## config.mk

```make
export PLATFORM = sky130hd
export DESIGN_NAME = booth_mul
export DESIGN_NICKNAME = d
export VERILOG_FILES = /design/src/rtl/booth_mul_pkg.sv /design/src/rtl/booth_digit_enc.sv /design/src/rtl/booth_pp_gen.sv /design/src/rtl/booth_pp_sum.sv /design/src/rtl/booth_mul.sv
export SDC_FILE = /design/constraint.sdc
export NUM_CORES = 1
export LEC_CHECK = 0
export CAP_MARGIN = 30
export CORE_AREA = 2 2 164 166
export CTS_CLUSTER_DIAMETER = 30
export DETAILED_ROUTE_END_ITERATION = 8
export DIE_AREA = 0 0 166 168
export PLACE_DENSITY = 0.68
export SLEW_MARGIN = 20
export SYNTH_ARGS = -nofsm -noshare
export SYNTH_HDL_FRONTEND = slang
export SYNTH_SLANG_ARGS = --single-unit
```

## constraint.sdc

```tcl
create_clock -name clk -period 1.1 [get_ports clk]
set_clock_uncertainty 0.15 [all_clocks]
set_input_delay 0.22 -clock clk [delete_from_list [all_inputs] [get_ports clk]]
set_output_delay 0.22 -clock clk [all_outputs]
set_load 0.05 [all_outputs]
```

## src/rtl/booth_mul_pkg.sv

```systemverilog
package booth_mul_pkg;

    // Radix-4 signed digit selected by one three-bit window.
    typedef enum logic [2:0] {
        DIG_ZERO = 3'd0,
        DIG_POS1 = 3'd1,
        DIG_POS2 = 3'd2,
        DIG_NEG1 = 3'd3,
        DIG_NEG2 = 3'd4
    } booth_digit_e;

    // Number of radix-4 digits for a given operand width.
    function automatic int unsigned digit_count(input int unsigned w);
        return (w + 1) / 2;
    endfunction

endpackage

```

## src/rtl/booth_digit_enc.sv

```systemverilog
module booth_digit_enc
    import booth_mul_pkg::*;
(
    input  logic [2:0]   window,
    output booth_digit_e digit
);

    always_comb begin
        unique case (window)
            3'b001, 3'b010: digit = DIG_POS1;
            3'b011:         digit = DIG_POS2;
            3'b100:         digit = DIG_NEG2;
            3'b101, 3'b110: digit = DIG_NEG1;
            default:        digit = DIG_ZERO;   // 000 and 111
        endcase
    end

endmodule

```

## src/rtl/booth_pp_gen.sv

```systemverilog
module booth_pp_gen
    import booth_mul_pkg::*;
#(
    parameter int unsigned WIDTH = 16,
    parameter int unsigned SHIFT = 0,
    localparam int unsigned PW   = 2 * WIDTH
) (
    input  logic [WIDTH-1:0] mcand,
    input  booth_digit_e     digit,
    output logic [PW-1:0]    pp
);

    logic [PW-1:0] base;
    logic [PW-1:0] mag;

    // Sign-extend the multiplicand to the full product width.
    assign base = {{(PW-WIDTH){mcand[WIDTH-1]}}, mcand};

    always_comb begin
        unique case (digit)
            DIG_POS1: mag = base;
            DIG_POS2: mag = base << 1;
            DIG_NEG1: mag = ~base + PW'(1);
            DIG_NEG2: mag = ~(base << 1) + PW'(1);
            default:  mag = '0;
        endcase
    end

    assign pp = mag << SHIFT;

endmodule

```

## src/rtl/booth_pp_sum.sv

```systemverilog
module booth_pp_sum #(
    parameter int unsigned PW   = 32,
    parameter int unsigned NPP  = 8
) (
    input  logic [NPP-1:0][PW-1:0] pps,
    output logic [PW-1:0]          sum
);

    logic [NPP:0][PW-1:0] acc;

    assign acc[0] = '0;

    for (genvar k = 0; k < NPP; k++) begin : g_add
        assign acc[k+1] = acc[k] + pps[k];
    end

    assign sum = acc[NPP];

endmodule

```

## src/rtl/booth_mul.sv

```systemverilog
module booth_mul
    import booth_mul_pkg::*;
#(
    parameter int unsigned WIDTH = 16,
    localparam int unsigned PW   = 2 * WIDTH,
    localparam int unsigned NDIG = digit_count(WIDTH),
    localparam int unsigned EW   = 2 * NDIG
) (
    input  logic             clk,
    input  logic             rst_n,
    input  logic             in_valid,
    input  logic [WIDTH-1:0] mcand,
    input  logic [WIDTH-1:0] mplier,
    output logic             out_valid,
    output logic [PW-1:0]    product
);

    typedef struct packed {
        logic          valid;
        logic [PW-1:0] prod;
    } out_state_t;

    out_state_t state_d, state_q;

    // Multiplier extended to whole digits, with a 0 placed below bit 0.
    logic [EW:0] mpl_ext;

    if (EW != WIDTH) begin : g_odd
        assign mpl_ext = {mplier[WIDTH-1], mplier, 1'b0};
    end else begin : g_even
        assign mpl_ext = {mplier, 1'b0};
    end

    logic [NDIG-1:0][PW-1:0] pps;
    logic [PW-1:0]           sum;

    for (genvar k = 0; k < NDIG; k++) begin : g_digit
        booth_digit_e digit;

        booth_digit_enc i_enc (
            .window (mpl_ext[2*k+2 -: 3]),
            .digit  (digit)
        );

        booth_pp_gen #(
            .WIDTH (WIDTH),
            .SHIFT (2*k)
        ) i_pp (
            .mcand (mcand),
            .digit (digit),
            .pp    (pps[k])
        );
    end

    booth_pp_sum #(
        .PW  (PW),
        .NPP (NDIG)
    ) i_sum (
        .pps (pps),
        .sum (sum)
    );

    always_comb begin
        state_d       = state_q;
        state_d.valid = in_valid;
        if (in_valid) begin
            state_d.prod = sum;
        end
    end

    always_ff @(posedge clk or negedge rst_n) begin
        if (!rst_n) begin
            state_q <= '0;
        end else begin
            state_q <= state_d;
        end
    end

    assign out_valid = state_q.valid;
    assign product   = state_q.prod;

endmodule

```

======== Word level (Yosys, flattened, before mapping) ========
Cells that the tools add are included.
storage, ports and cells
  bits in registers ....................... 33
  logic and storage cells ................. 120
cells by class
  add/subtract/negate cells ............... 9
  equal/unequal tests ..................... 77
  muxes and demuxes ....................... 16
  bitwise operators ....................... 2
  reduce and logical (&&, ||, !) cells .... 14
operator list
  kind                                            number
  adder 32 bit                                    7
  one-hot mux 32 bit (4 select lines)             1
  one-hot mux 30 bit (4 select lines)             1
  one-hot mux 28 bit (4 select lines)             1
  one-hot mux 26 bit (4 select lines)             1
  one-hot mux 24 bit (4 select lines)             1
  == test 3 x 2 -> 1 bit (second input constant)  30
  one-hot mux 22 bit (4 select lines)             1
  == test 3 bit (second input constant)           29
  one-hot mux 3 bit (4 select lines)              7
  one-hot mux 20 bit (4 select lines)             1
  one-hot mux 18 bit (4 select lines)             1
  adder 32 x 1 -> 32 bit (second input constant)  2
  NOT 32 bit                                      2
  == test 3 x 1 -> 1 bit (second input constant)  15
  OR reduction 2 bit                              14
  one-hot mux 3 bit (3 select lines)              1
  == test 2 bit (second input constant)           2
  == test 2 x 1 -> 1 bit (second input constant)  1

======== Depth between registers and ports, before layout ========
Gate-level depths: netlist of the first run.
  depth in word-level cells ............... 12
  mapped depth ............................ 32
  gate-level depth less buffers ........... 28

======== Cells and area by module ========
A second synthesis of the first run with hierarchy kept.
unflattened totals
  cell total of the unflattened synthesis .. 2192
  area total of the unflattened synthesis .. 16528.4 um2
by module, submodules not included
  module                          times used  cells each  area an instance (um2)
  booth_pp_sum                    1           864         7031.7
  booth_mul                       1           70          1373.8
  booth_pp_gen (g_digit[6].i_pp)  1           158         1041.0
  booth_pp_gen (g_digit[1].i_pp)  1           158         1001.0
  booth_pp_gen (g_digit[3].i_pp)  1           156         996.0
  booth_pp_gen (g_digit[5].i_pp)  1           157         996.0
  booth_pp_gen (g_digit[2].i_pp)  1           149         983.4
  booth_pp_gen (g_digit[7].i_pp)  1           156         979.7
  booth_pp_gen (g_digit[0].i_pp)  1           147         952.2
  booth_pp_gen (g_digit[4].i_pp)  1           145         903.4
  booth_digit_enc                 8           4           33.8

======== Worst setup path after synthesis of the first run ========
Ideal clock, no wire load.
  path kind ............................... in2reg
  start ................................... input port mcand[1]
  end ..................................... register state_q (netlist bit product[27])
  library setup time ...................... 0.125 ns
  data arrival time ....................... 7.077 ns
  data required time ...................... 0.825 ns
  setup slack ............................. -6.252 ns
  stages on the path ...................... 32
  path through ............................ clkbuf_1 inv_1 ha_1 nor3b_2 nand2_1 or3_1 clkbuf_1 or3_1 buf_2 nand2_1 xor2_1 a2bb2oi_1 nor2_1 a21oi_1 fa_1 inv_1 fa_1 fa_1 inv_1 fa_1 inv_1 ha_1 clkbuf_1 o211ai_1 o21ai_0 a211oi_1 a211oi_1 a41oi_1 nand2b_1 a21oi_1 xnor2_1 mux2_2
on the way
  word-level cells in the longest chain between the ends .. 10
RTL lines
  what                                                                                        line                                    text
  from (decl)                                                                                 booth_mul.sv:12                         input logic [WIDTH-1:0] mcand,
  NOT 32 bit, on equally long branches                                                        booth_pp_gen.sv:23, booth_pp_gen.sv:24
  adder 32 x 1 -> 32 bit, on equally long branches                                            booth_pp_gen.sv:23, booth_pp_gen.sv:24
  one-hot mux 32 bit (4 select lines) or one-hot mux 30 bit (4 select lines) (tied branches)  booth_pp_gen.sv:20                      unique case (digit)
  adder 32 bit (6 in a row)                                                                   booth_pp_sum.sv:14                      assign acc[k+1] = acc[k] + pps[k];
  adder 32 bit *                                                                              booth_pp_sum.sv:14
  to (signal assigned)                                                                        booth_mul.sv:75                         state_q <= state_d;
  to (decl)                                                                                   booth_mul.sv:23                         out_state_t state_d, state_q;
Every way passes the cells marked *; elsewhere a longest branch is shown, timed or not.
A chain may end at the register's enable or synchronous reset.

======== Final worst setup path of the first run ========
  start ................................... input port mcand[0]
  end ..................................... register state_q (netlist bit product[28])
The elaborated chain is that of the path after synthesis.

==> impl_metrics.json, run 1 <==
{
  "worstPathRequired_ns": 1.14,
  "powerDensity_nw_per_um2": 3440,
  "grt_overflow": 0,
  "muxShareOfSynthArea_pct": 4.44,
  "fillCellCount": 2038,
  "place_hpwl_um": 41600,
  "root_buffer": "clkbuf_16",
  "syn_area_um2": 11600,
  "sw_frac_of_total_pct": 47.4,
  "maxCapViolCount": 0,
  "postSynthCellCount": 1546,
  "routed_wl_um": 54200,
  "htreeDepth": 2,
  "synth_compound_area_share_pct": 29.4,
  "internal-power_w": 0.0328,
  "relSlewSlack_pct": 55.0,
  "drc": 1,
  "die-area_um2": 27900,
  "synth_top_family_by_area": "compound AO/OA/AOI/OAI gates",
  "crit_type": "primary input to flop",
  "critPathCaptureType": "flop",
  "die_y_um": 168,
  "clk_pin_slew_ns": 0.06,
  "fin_area_um2": 18200,
  "hold_path_class": "primary input to flop",
  "p_clk_share_pct": 2.8,
  "fin_ws_ns": -5.27,
  "drt-vias-per-instance": 6.11,
  "grt.total_usage_pct": 37.7,
  "cts_buffers": 5,
  "rsz0062_at_grt": "yes",
  "worst_pin_slew_ns": 0.668,
  "yosys.area.top_type": "fa_1",
  "vias": 14200,
  "ys.flop_type": "dfrtp_1",
  "irDropWorstVdd_mv": 4.40,
  "cts_tree": "built",
  "cp.buffers_inverters": 7,
  "synth-xor-area-share_pct": 7.02,
  "synth_cell_types": 74,
  "drive_gt1_share_pct": 39.4,
  "critPathMaxStageDelay_ns": 0.55,
  "hold_violations": 0,
  "synth.area.top_cells": "fa_1 (23%), dfrtp_1 (7.1%), a21oi_1 (6.4%)",
  "grt_max_degree": 38,
  "synth_area_per_cell_um2": 7.51,
  "slowest_stage": "or4b_4",
  "seqPwrFrac_pct": 4.2,
  "antenna_left": 0,
  "clock_latency_ns": 0.29,
  "synth_warnings": 0,
  "core_um2": 26400,
  "num_rows": 60,
  "violations": "DRC, setup timing",
  "numPortBuffers": 67,
  "crit_path_frequent_cell": "fa_1",
  "ys_top_cells_by_count": "nand2_1 (159), inv_1 (150), a21oi_1 (148)",
  "antenna_found_initial": 0,
  "critPathArrivalTime_ns": 6.41,
  "synthAdderAreaFrac_pct": 27.9,
  "synth_top_area_share_pct": 22.6,
  "period_share_pct": 579,
  "clock_sinks": 33,
  "yosys.area_share.simple_pct": 14.4,
  "areaGrowthSynthToFinish_pct": 56.4,
  "netSwitchingPower_w": 0.0296,
  "clockBufferDepth": 2,
  "cp-start-kind": "primary input",
  "synth.most_common_cell": "nand2_1",
  "start_util_pct": 44.1,
  "routabilityCongestion": 1.01,
  "maxSlewViolCount": 0,
  "cpLargestDelayFamily": "adder cells",
  "ys_ff_latch": 33,
  "nets": 2191,
  "p_leak_nw": 8.40,
  "grt_pass1_wl_um": 81200,
  "dr.pass1.iters": 8,
  "synth_edf_count": 0,
  "tns_ns": -128.45,
  "period_minus_slack_ns": 6.37,
  "synth_seq_area_share_pct": 7.11,
  "drt_iter0_markers": 1484,
  "grt_pass1_vias": 14100,
  "fmax_mhz": 157,
  "ios": 68,
  "syn_nets": 1761,
  "dp.cells": 2238,
  "setup_viol": 64,
  "stdcell_count": 2318,
  "post_dp_cell_area_um2": 16400,
  "die_w_um": 166,
  "status": "finished, violations left",
  "synth-async-reset-ratio_pct": 100,
  "p_comb_share_pct": 93.0,
  "diodes": 0,
  "crit_fanout": 4,
  "wl_per_cell_um": 23.4
}
[power groups by stage]
stage                     clock network (W)  registers, W  logic, W
after floorplan                           0       0.00421    0.0304
after global placement                    0       0.00260    0.0466
after detailed placement                  0       0.00262    0.0482
after CTS                           0.00173       0.00259    0.0530
after global routing                0.00179       0.00265    0.0627
final                               0.00173       0.00261    0.0580
[flip-flops by register name, indices dropped and copies added, names as in the netlist]
| name | count |
|---|---|
| out_valid | 1 |
| product | 32 |
[worst paths after layout]
kind,endpoint,slack [ns],cells past startpoint,start
max in group asynchronous,product[31],0.34,3,rst_n
max reg2reg,product[3],-0.08,3,product[3]
min in group asynchronous,product[9],0.27,3,rst_n
max,product[28],-5.27,28,mcand[0]
min reg2reg,product[26],0.42,2,product[26]
min,out_valid,0.12,2,in_valid
[kinds of logic after synthesis]
group,after synthesis
AO/OA/AOI/OAI,523
AND/OR/NAND/NOR,375
buffers and inverters,297
adder cells (fa/ha/maj),180
XOR/XNOR,89
multiplexers,49
flip-flops,33
[metal layers]
metal | up-vias | share of wire (%) | global-route usage (%) | wire, um
li1 | 6290 | - | - | -
met1 | 6797 | 38 | 46.4 | 20400
met2 | 848 | 45 | 60.8 | 24500
met5 | - | 0 | 0 | 0
met4 | 0 | 7.5 | 22.6 | 4050
met3 | 218 | 9.7 | 8.30 | 5230
[area by class of cell]
| cell class | count | area [um2] | share of cell area, % |
|---|---|---|---|
| clock buffer | 7 | 143 | 0.786 |
| inverter | 157 | 618 | 3.40 |
| multi-input combinational | 1216 | 10900 | 60.0 |
| tap | 341 | 427 | 2.35 |
| timing repair buffer | 563 | 5220 | 28.7 |
| sequential | 33 | 826 | 4.55 |
| clock inverter | 1 | 30.0 | 0.165 |
[timing repair]
item	in CTS	in global routing
buffers inserted	48	27
endpoints found under the hold margin	33	0
endpoints found under the setup margin	65	64
pin swaps	95	95
gates resized for setup	190	88
hold buffers	1	0
gates cloned	3	0
[layout by cell type (no fill, tap or decap), types with 7 or more instances in the layout]
cell             Yosys  routed
a21oi_1            148     115
mux2i_1             29      28
a31oi_1             15      15
and2_1              12       9
nor2_2               0       7
mux2_4               0      10
mux2_2              20      10
inv_1              150     134
ha_4                 0      28
buf_12               0      57
xnor2_2              1       7
fa_2                 0      13
a211oi_1            16      11
buf_6                2      44
clkdlybuf4s50_1      0      14
inv_2                1      15
o21ai_0            116      87
nand3_1             17      15
ha_1                49      21
a21oi_2              0      31
nand2_1            159     149
o21ai_1              1      13
o211ai_1            10      10
a22oi_1             29      25
buf_4                0     426
dfrtp_1             33      33
o21ai_2              0      13
xor2_1              24      22
fa_1               131     118
a221o_1             16      16
nand2b_1            15      14
nor2_1             123     110
xnor2_1             62      51
a21o_1              22      22
buf_2                6      10
o22ai_1             28      27
a221oi_1            63      60
[metrics by stage]
stage / utilization [%] / total power [W] / worst slack (ns) / hold slack (ns)
2_1_floorplan: - / 0.0346 / -5.51 / -0.226
3_3_place_gp: 62.4 / 0.0492 / -5.96 / 0.0390
3_5_place_dp: 62.4 / 0.0508 / -6.09 / 0.0443
4_1_cts: 66.8 / 0.0573 / -5.20 / 0.121
5_1_grt: 68.9 / 0.0672 / -5.44 / 0.121
6_report: 68.9 / 0.0624 / -5.27 / 0.119
Note: power is estimated with default switching activity, not from simulation.
==> run 2: changes to the inputs <==
CORE_AREA = 10 10 172 174   (was 2 2 164 166)
DIE_AREA = 0 0 182 184   (was 0 0 166 168)
==> impl_metrics.json, run 2 (synthesized netlist as in run 1, its figures left out) <==
{
  "status": "finished, violations left",
  "violations": "setup timing",
  "maxSlewViolCount": 0,
  "num_rows": 59,
  "die_w_um": 182,
  "fin_ws_ns": -5.28,
  "mostFrequentLayoutCells": "buf_4 (446), nand2_1 (149), inv_1 (133)",
  "place_hpwl_um": 41100,
  "critPathCaptureType": "flop",
  "drc": 0,
  "routabilityCongestion": 1.08,
  "hold_violations": 0,
  "core_um2": 25900,
  "clock_latency_ns": 0.29,
  "cts_tree": "built",
  "ios": 68,
  "antenna_left": 0,
  "setup_viol": 64,
  "nets": 2196,
  "finish.utilization_pct": 69.8,
  "areaGrowthSynthToFinish_pct": 55.7,
  "drive_gt1_share_pct": 39.7,
  "crit_type": "primary input to flop",
  "crit_fanout": 6,
  "rsz0062_at_grt": "yes",
  "irDropWorstVdd_mv": 4.22,
  "critPathArrivalTime_ns": 6.40,
  "antenna_found_initial": 0,
  "p_leak_nw": 8.33,
  "cpLargestDelayFamily": "adder cells",
  "period_minus_slack_ns": 6.38,
  "start_util_pct": 44.8,
  "drt-vias-per-instance": 6.17,
  "routed_wl_um": 54400,
  "cp_num_cells": 30,
  "wl_per_cell_um": 23.5,
  "grt_overflow": 0,
  "grt_pass1_vias": 14400,
  "min_path_cells": 2,
  "grt.busiest_layer": "met2",
  "numPortBuffers": 67,
  "reg2reg_depth": 2,
  "worstPathRequired_ns": 1.12,
  "grt.total_usage_pct": 31.0,
  "vias": 14300,
  "grt_max_degree": 34,
  "cp.buffers_inverters": 7,
  "critPathMaxStageDelay_ns": 0.55,
  "met1_usage_pct": 36.9,
  "dr.pass1.iters": 7,
  "powerDensity_nw_per_um2": 3580,
  "die_y_um": 184,
  "crit_path_frequent_cell": "fa_1",
  "clockBufferDepth": 2,
  "cts_buffers": 5,
  "htreeDepth": 2,
  "worst_pin_slew_ns": 0.668,
  "relSlewSlack_pct": 55.0,
  "maxCapViolCount": 0,
  "final_common_cell": "buf_4",
  "root_buffer": "clkbuf_16",
  "clk_pin_slew_ns": 0.06,
  "period_share_pct": 580,
  "tns_ns": -130.93,
  "fmax_mhz": 157,
  "die-area_um2": 33500,
  "grt_util_met2_pct": 50.7,
  "hold_path_class": "primary input to flop",
  "clock_sinks": 33,
  "largest_reg_flops": 32,
  "grt_pass1_wl_um": 81600,
  "post-place-ws_ns": -6.09,
  "fillCellCount": 2017,
  "diodes": 0,
  "slowest_stage": "fa_1",
  "cp-start-kind": "primary input",
  "drt_iter0_markers": 1804,
  "grt_use_met3_pct": 5.98
}
==> run 2: per-stage QoR <==
step / total power, W / std cells / hold slack, ns / cell area (um2)
2_1_floorplan: 0.0346 / 1546 / -0.226 / 12400
5_1_grt: 0.0692 / 2317 / 0.131 / 18100
3_3_place_gp: 0.0492 / 2236 / 0.0379 / 16400
4_1_cts: 0.0586 / 2281 / 0.126 / 17300
6_report: 0.0648 / 2317 / 0.127 / 18100
3_5_place_dp: 0.0505 / 2236 / 0.0424 / 16400
==> run 2: layer usage <==
layer | wire length, um | up-vias | share of wire (%)
met5 | 0 | - | 0
met3 | 5370 | 249 | 9.9
met1 | 20000 | 6870 | 37
met2 | 25000 | 897 | 46
met4 | 4040 | 0 | 7.4
li1 | - | 6288 | -
==> run 2: path summary, 6_finish.rpt <==
path | slack (ns) | endpoint | from
max | -5.28 | product[27] | mcand[1]
min | 0.13 | out_valid | in_valid
max reg2reg | 0 | product[17] | product[17]
min reg2reg | 0.41 | product[26] | product[26]
max in group asynchronous | 0.34 | product[31] | rst_n
min in group asynchronous | 0.27 | out_valid | rst_n
==> run 2: cell type report <==
| class | instances | area (um2) | area share, % |
|---|---|---|---|
| clock buffer | 5 | 125 | 0.692 |
| clock inverter | 3 | 17.5 | 0.0969 |
| inverter | 157 | 619 | 3.43 |
| multi-input combinational | 1217 | 11000 | 61.1 |
| sequential | 33 | 826 | 4.57 |
| tap | 335 | 419 | 2.32 |
| timing repair buffer | 567 | 5030 | 27.8 |
==> run 2: report_power, final <==
group	switching [W]	internal [W]	total, W
logic	0.0293	0.0314	0.0607
clock network	0.000602	0.000832	0.00143
registers	0.000614	0.00199	0.00261
total	0.0305	0.0343	0.0648
==> run 2: timing repair <==
| action | CTS | global route |
|---|---|---|
| gates cloned | 1 | 0 |
| pin swaps | 80 | 91 |
| setup buffers | 52 | 40 |
| hold endpoints to repair | 33 | 0 |
| resized for setup | 141 | 135 |
| hold buffers | 1 | 0 |
| setup endpoints to repair | 65 | 64 |
==> run 3: changes to the inputs <==
CTS_CLUSTER_DIAMETER = 150   (was 30)
==> results of run 3 <==
Same layout as run 2: the final DEF is identical, and so are final timing and power.
